`src/rtl/tsv_pkg.sv`:
```
package tsv_pkg;
  localparam int SEL_W = 16;
  localparam int TYPE_W = 5;
  localparam int NUM_TESTS = 16;

  typedef enum logic [1:0] {
    EXC_NP = 2'd0,
    EXC_GP = 2'd1,
    EXC_TS = 2'd2,
    EXC_SF = 2'd3
  } exc_e;

  typedef enum logic [1:0] {
    K_LDT,
    K_CODE,
    K_STACK,
    K_DATA
  } sel_kind_e;

  localparam logic [TYPE_W-1:0] LDT_TYPE = 5'b00010;

  function automatic exc_e test_class(logic [3:0] idx);
    case (idx)
      4'd0, 4'd6, 4'd14:               return EXC_NP;
      4'd2, 4'd3, 4'd4, 4'd5, 4'd7:    return EXC_TS;
      4'd9, 4'd10:                     return EXC_SF;
      default:                         return EXC_GP;
    endcase
  endfunction
endpackage

```
`src/rtl/tsv_sel_check.sv`:
```
module tsv_sel_check
  import tsv_pkg::*;
#(
  parameter sel_kind_e KIND = K_DATA
) (
  input  logic [SEL_W-1:0]  sel_i,
  input  logic [TYPE_W-1:0] type_i,
  input  logic [15:0]       gdt_limit_i,
  input  logic [15:0]       ldt_limit_i,
  output logic              ok_o
);
  logic not_null, table_ok, in_bounds, type_ok;
  logic [15:0] last_byte;

  assign not_null  = |sel_i[SEL_W-1:2];
  assign last_byte = {sel_i[SEL_W-1:3], 3'b111};
  assign in_bounds = last_byte <= (sel_i[2] ? ldt_limit_i : gdt_limit_i);

  generate
    if (KIND == K_LDT) begin : g_ldt
      assign table_ok = ~sel_i[2];
      assign type_ok  = (type_i == LDT_TYPE);
    end else if (KIND == K_CODE) begin : g_code
      assign table_ok = 1'b1;
      assign type_ok  = type_i[4] & type_i[3];
    end else if (KIND == K_STACK) begin : g_stack
      assign table_ok = 1'b1;
      assign type_ok  = type_i[4] & ~type_i[3] & type_i[1];
    end else begin : g_data
      assign table_ok = 1'b1;
      assign type_ok  = type_i[4];
    end
  endgenerate

  assign ok_o = not_null & table_ok & in_bounds & type_ok;
endmodule

```
`src/rtl/tsv_data_tests.sv`:
```
module tsv_data_tests
  import tsv_pkg::*;
(
  input  logic [SEL_W-1:0]  sel_i,
  input  logic [TYPE_W-1:0] type_i,
  input  logic              present_i,
  input  logic [1:0]        dpl_i,
  input  logic [1:0]        cpl_i,
  input  logic [15:0]       gdt_limit_i,
  input  logic [15:0]       ldt_limit_i,
  output logic [3:0]        fail_o      // bit k = test 13+k
);
  logic sel_ok, is_null, readable, conforming;

  tsv_sel_check #(.KIND(K_DATA)) u_sel (
    .sel_i(sel_i), .type_i(type_i),
    .gdt_limit_i(gdt_limit_i), .ldt_limit_i(ldt_limit_i),
    .ok_o(sel_ok)
  );

  assign is_null    = ~|sel_i[SEL_W-1:2];
  assign readable   = ~type_i[3] | type_i[1];
  assign conforming = type_i[4] & type_i[3] & type_i[2];

  always_comb begin
    fail_o[0] = ~sel_ok;
    fail_o[1] = ~readable;
    fail_o[2] = ~present_i;
    fail_o[3] = ~conforming & (dpl_i < cpl_i);
    if (is_null) fail_o = '0;
  end
endmodule

```
`config.mk`:
```
export PLATFORM = sky130hd
export DESIGN_NAME = tsv_data_tests
export DESIGN_NICKNAME = d
export VERILOG_FILES = /design/src/rtl/tsv_pkg.sv /design/src/rtl/tsv_sel_check.sv /design/src/rtl/tsv_data_tests.sv
export SDC_FILE = /design/constraint.sdc
export NUM_CORES = 1
export LEC_CHECK = 0
export BUFFER_PORTS_ARGS = -buffer_cell sky130_fd_sc_hd__buf_2
export CORE_UTILIZATION = 39
export DETAILED_ROUTE_END_ITERATION = 12
export PLACE_DENSITY = 0.9
export SETUP_SLACK_MARGIN = 0.2
export SYNTH_ARGS = -nofsm -noshare
export SYNTH_HDL_FRONTEND = slang
export SYNTH_HIERARCHICAL = 1
export SYNTH_SLANG_ARGS = --single-unit
```
`constraint.sdc`:
```
create_clock -name vclk -period 3.8
set_input_delay 0.19 -clock vclk [all_inputs]
set_output_delay 0.19 -clock vclk [all_outputs]
set_load 0.02 [all_outputs]
```
# After elaboration in Yosys (flattened, before gate mapping)
# Index checks and enable logic that the tools add are counted.
dict set report word_totals {
  in_bits 58
  latchBits 0
  mem_count 0
  reg_bits 0
  output_inout_bits 4
  ram_bits 0
  rom_bits 0
  elab_cells 16
}
dict set report op_classes {
  mux 2
  div 0
  eq_ne 0
  n_shift 0
  n_reduce_logical 1
  multipliers 0
  n_addsub 0
  bitwise_logic 11
  magnitude_cmp 2
}
# op n
set op_table {}
lappend op_table {{less-or-equal comparator 16 bit} 1}
lappend op_table {{two-way mux 16 bit} 1}
lappend op_table {{OR reduction 14 bit} 1}
lappend op_table {{bitwise AND 1 bit} 5}
lappend op_table {{inverter 1 bit} 5}
lappend op_table {{two-way mux 4 bit} 1}
lappend op_table {{< comparator 2 bit} 1}
lappend op_table {{OR 1 bit} 1}

# Depth between registers and ports, before layout
dict set report logic_depth {
  word_depth 6
  mapped_depth 9
  mapped_depth_nobuf 7
}

# Hierarchy
# The synthesis kept the hierarchy.
# module area_each_um2 n_inst seq_area_each_um2 cells_each
set modules_own_cells {}
lappend modules_own_cells {tsv_sel_check 480.5 1 0.0 60}
lappend modules_own_cells {tsv_data_tests 85.1 1 0.0 13}

# Worst setup path after synthesis
# Ideal clock, no wire load.
dict set report synth_timing {
  path_kind {input-to-output}
  start {in sel_i[2]}
  end {out fail_o[0]}
  arrival_time_ps 1859
  slack_ps 1751
  path_buffers 2
  stages 9
  required_time_ps 3610
  path_cell_list {buf_2 > buf_2 > mux2i_1 > ha_1 > a21oi_2 > o221ai_1 > a221o_1 > o21ai_1 > nor2_1}
}
dict set report synth_between {
  elab_chain_len 6
  elab_cells_between_ends 7
  cone_classes {order compare: 1; mux: 2; bitwise: 3; reduce/logical: 1}
}
# element line
set synth_lines {}
lappend synth_lines {{start: declaration} tsv_data_tests.sv:4} ;# input logic [SEL_W-1:0] sel_i,
lappend synth_lines {{two-way mux 16 bit} tsv_sel_check.sv:17} ;# assign in_bounds = last_byte <= (sel_i[2] ? ldt_limit_i : gdt_limit_i);
lappend synth_lines {{less-or-equal comparator 16 bit} tsv_sel_check.sv:17}
lappend synth_lines {{bitwise AND 1 bit (*) (2 in a row)} tsv_sel_check.sv:35} ;# assign ok_o = not_null & table_ok & in_bounds & type_ok;
lappend synth_lines {{via sel_ok} tsv_data_tests.sv:13} ;# logic sel_ok, is_null, readable, conforming;
lappend synth_lines {{inverter 1 bit (*)} tsv_data_tests.sv:26} ;# fail_o[0] = ~sel_ok;
lappend synth_lines {{two-way mux 4 bit (*)} tsv_data_tests.sv:30} ;# if (is_null) fail_o = '0;
lappend synth_lines {{end: declaration} tsv_data_tests.sv:11} ;# output logic [3:0] fail_o
# Mark *: on every way through the listed nets, which the timed path passes. The rest lies on a longest branch.

# Worst setup path in the final report
# Ends and elaborated chain as after synthesis.

==> impl_metrics.toml <==
[status]
status = "complete, no violations"

[run]
max_cap_violations = 0

[yosys]
syn_area_um2 = 566
synth.most_common_cell = "ha_1"
yosys-top-cells-area = "ha_1, mux2i_1, nor4_1"
syn_nets = 145
netlist-cell-type-count = 23
synth.top_cell.area_share_pct = 31.0
synth.yosys.seq_area_share_pct = 0
yosys-top-cells-count = "ha_1, mux2i_1, nor4_1, nor2_1"
syn-instance-count = 73
yosys_warnings = 6
synth_area_leader_cell = "ha_1"
syn_area_per_cell_um2 = 7.75

[timing]
fin_ws_ps = 1540
max_freq_mhz = 443
final-hold-violation-count = 0
worst_pin_slew_ps = 428
period_minus_slack_ps = 2260
fin_crit_sh_pct = 59.4
slew_violations = 0
relSlewSlack_pct = 71.5
setup_tns_ps = 0
setup_violations = 0
rsz0062_at_grt = "false"

[power]
p_per_area_mw_per_mm2 = 113
total_power_uw = 98.1
leakagePower_uw = 0.000495
vdd_ir_drop_max_mv = 0.0547

[final_layout]
antennaDiodeCount = 0
layout.clock_buffers = 0
seq_cells = 0
drive_gt1_share_pct = 47.7
regArea_um2 = 0
area_delta_synth_final_pct = 53.8
layout.nets = 204
stdcell_count = 145

[detailed_routing]
vias = 798
routed_wl_um = 1760
drtIter0Drc = 8
postRouteAntennaNets = 0
wl_per_cell_um = 12.2
via_per_inst = 5.50
drc = 0
dr.pass1.iters = 4

[worst_setup_path]
critPathArrivalTime_ps = 2070
path_cells = "buf_2 > mux2i_1 > ha_1 > a21oi_2 > o221ai_1 > a221o_1 > o21ai_1 > nor2_1 > buf_2"
crit_path_max_fanout = 17
cp_num_cells = 9
cp_common_cell = "buf_2"
crit_slowest_cell = "buf_2"
slowest_delay_ps = 360
endpoint_kind = "primary output"
criticalPathCategory = "input pin to primary output"
critical_path_required_ps = 3610
cp_top_family = "compound AO/OA/AOI/OAI gates"
start_kind = "input pin"
critPathBufInv = 2

[clock_tree]
hold_buffers = 0
cts_resized = 0
post-cts-setup-buffers = 0

[hold_path]
hold_path.class = "input pin to primary output"
hold_depth = 3

[global_routing]
grt_overflow_total = 0
track_usage_pct = 22.0
grt_pass1_vias = 620
antenna_found_initial = 0
grt_start_max_net_pins = 18
grt_pass1_wl_um = 2470

[die]
placementRows = 13
start_util_pct = 42.9
die-area_mm2 = 0.00161
ios = 62
core-area_mm2 = 0.00132
die_x_um = 40.1
dieHeight_um = 40.1

[place]
dp_slack_ps = 1570
place.gp.congestion = 0.777
dpl.hpwl_um = 1580
dp_cells = 145
port_buffers = 59
## report_power, final
part | internal (µW) | leakage (µW) | switching, µW
Sequential | 0 | 0 | 0
Clock | 0 | 0 | 0
Combinational | 50.3 | 0.000495 | 47.8
Total | 50.3 | 0.000495 | 47.8
## cell families after synthesis
kind of cell | Yosys count | synth area share, %
AND/OR/NAND/NOR | 28 | 26.5
adder cells (fa/ha/maj) | 14 | 31.0
multiplexers | 13 | 23.2
AO/OA/AOI/OAI | 12 | 14.8
buffers and inverters | 6 | 4.42
## worst paths after layout
path	from	end
setup / recovery	sel_i[2]	fail_o[0]
hold / removal	present_i	fail_o[2]
## area by class of cell
| cell class | count | area [µm²] |
|---|---|---|
| multi-input cells | 67 | 541 |
| fillers | 121 | 448 |
| repair buffers | 59 | 295 |
| well taps | 15 | 18.8 |
| inverters | 4 | 15.0 |
## worst min-delay path, stage by stage
cell and delay [ps]:
buf_2 80, nor2_1 30, buf_2 140
## metal layers
metal	vias up	global-route usage, %	part of all wire [%]
li1	408	-	-
met1	342	25.3	37
met2	46	46.4	52
met3	2	0	11
met4	0	0	0.11
met5	-	0	0
## metrics by stage
stage                     util, %  cell area, µm²  hold WS, ps
after detailed placement     66.0             870          633
after global routing         66.0             870          652
after global placement       66.0             870          629
after CTS                    66.0             870          633
after floorplan                 -             566          460
final                        66.0             870          631
## cells in the final DEF (no fill, tap or decap), drive strengths merged, types with 2 or more instances in the layout
cell type,count
mux2i,12
inv,4
nand3,4
ha,14
nand2,3
nor2,6
nor3,2
nor4,7
nand4,3
a21oi,4
o21ai,3
buf,59
Note: power is estimated with default switching activity, not from simulation.
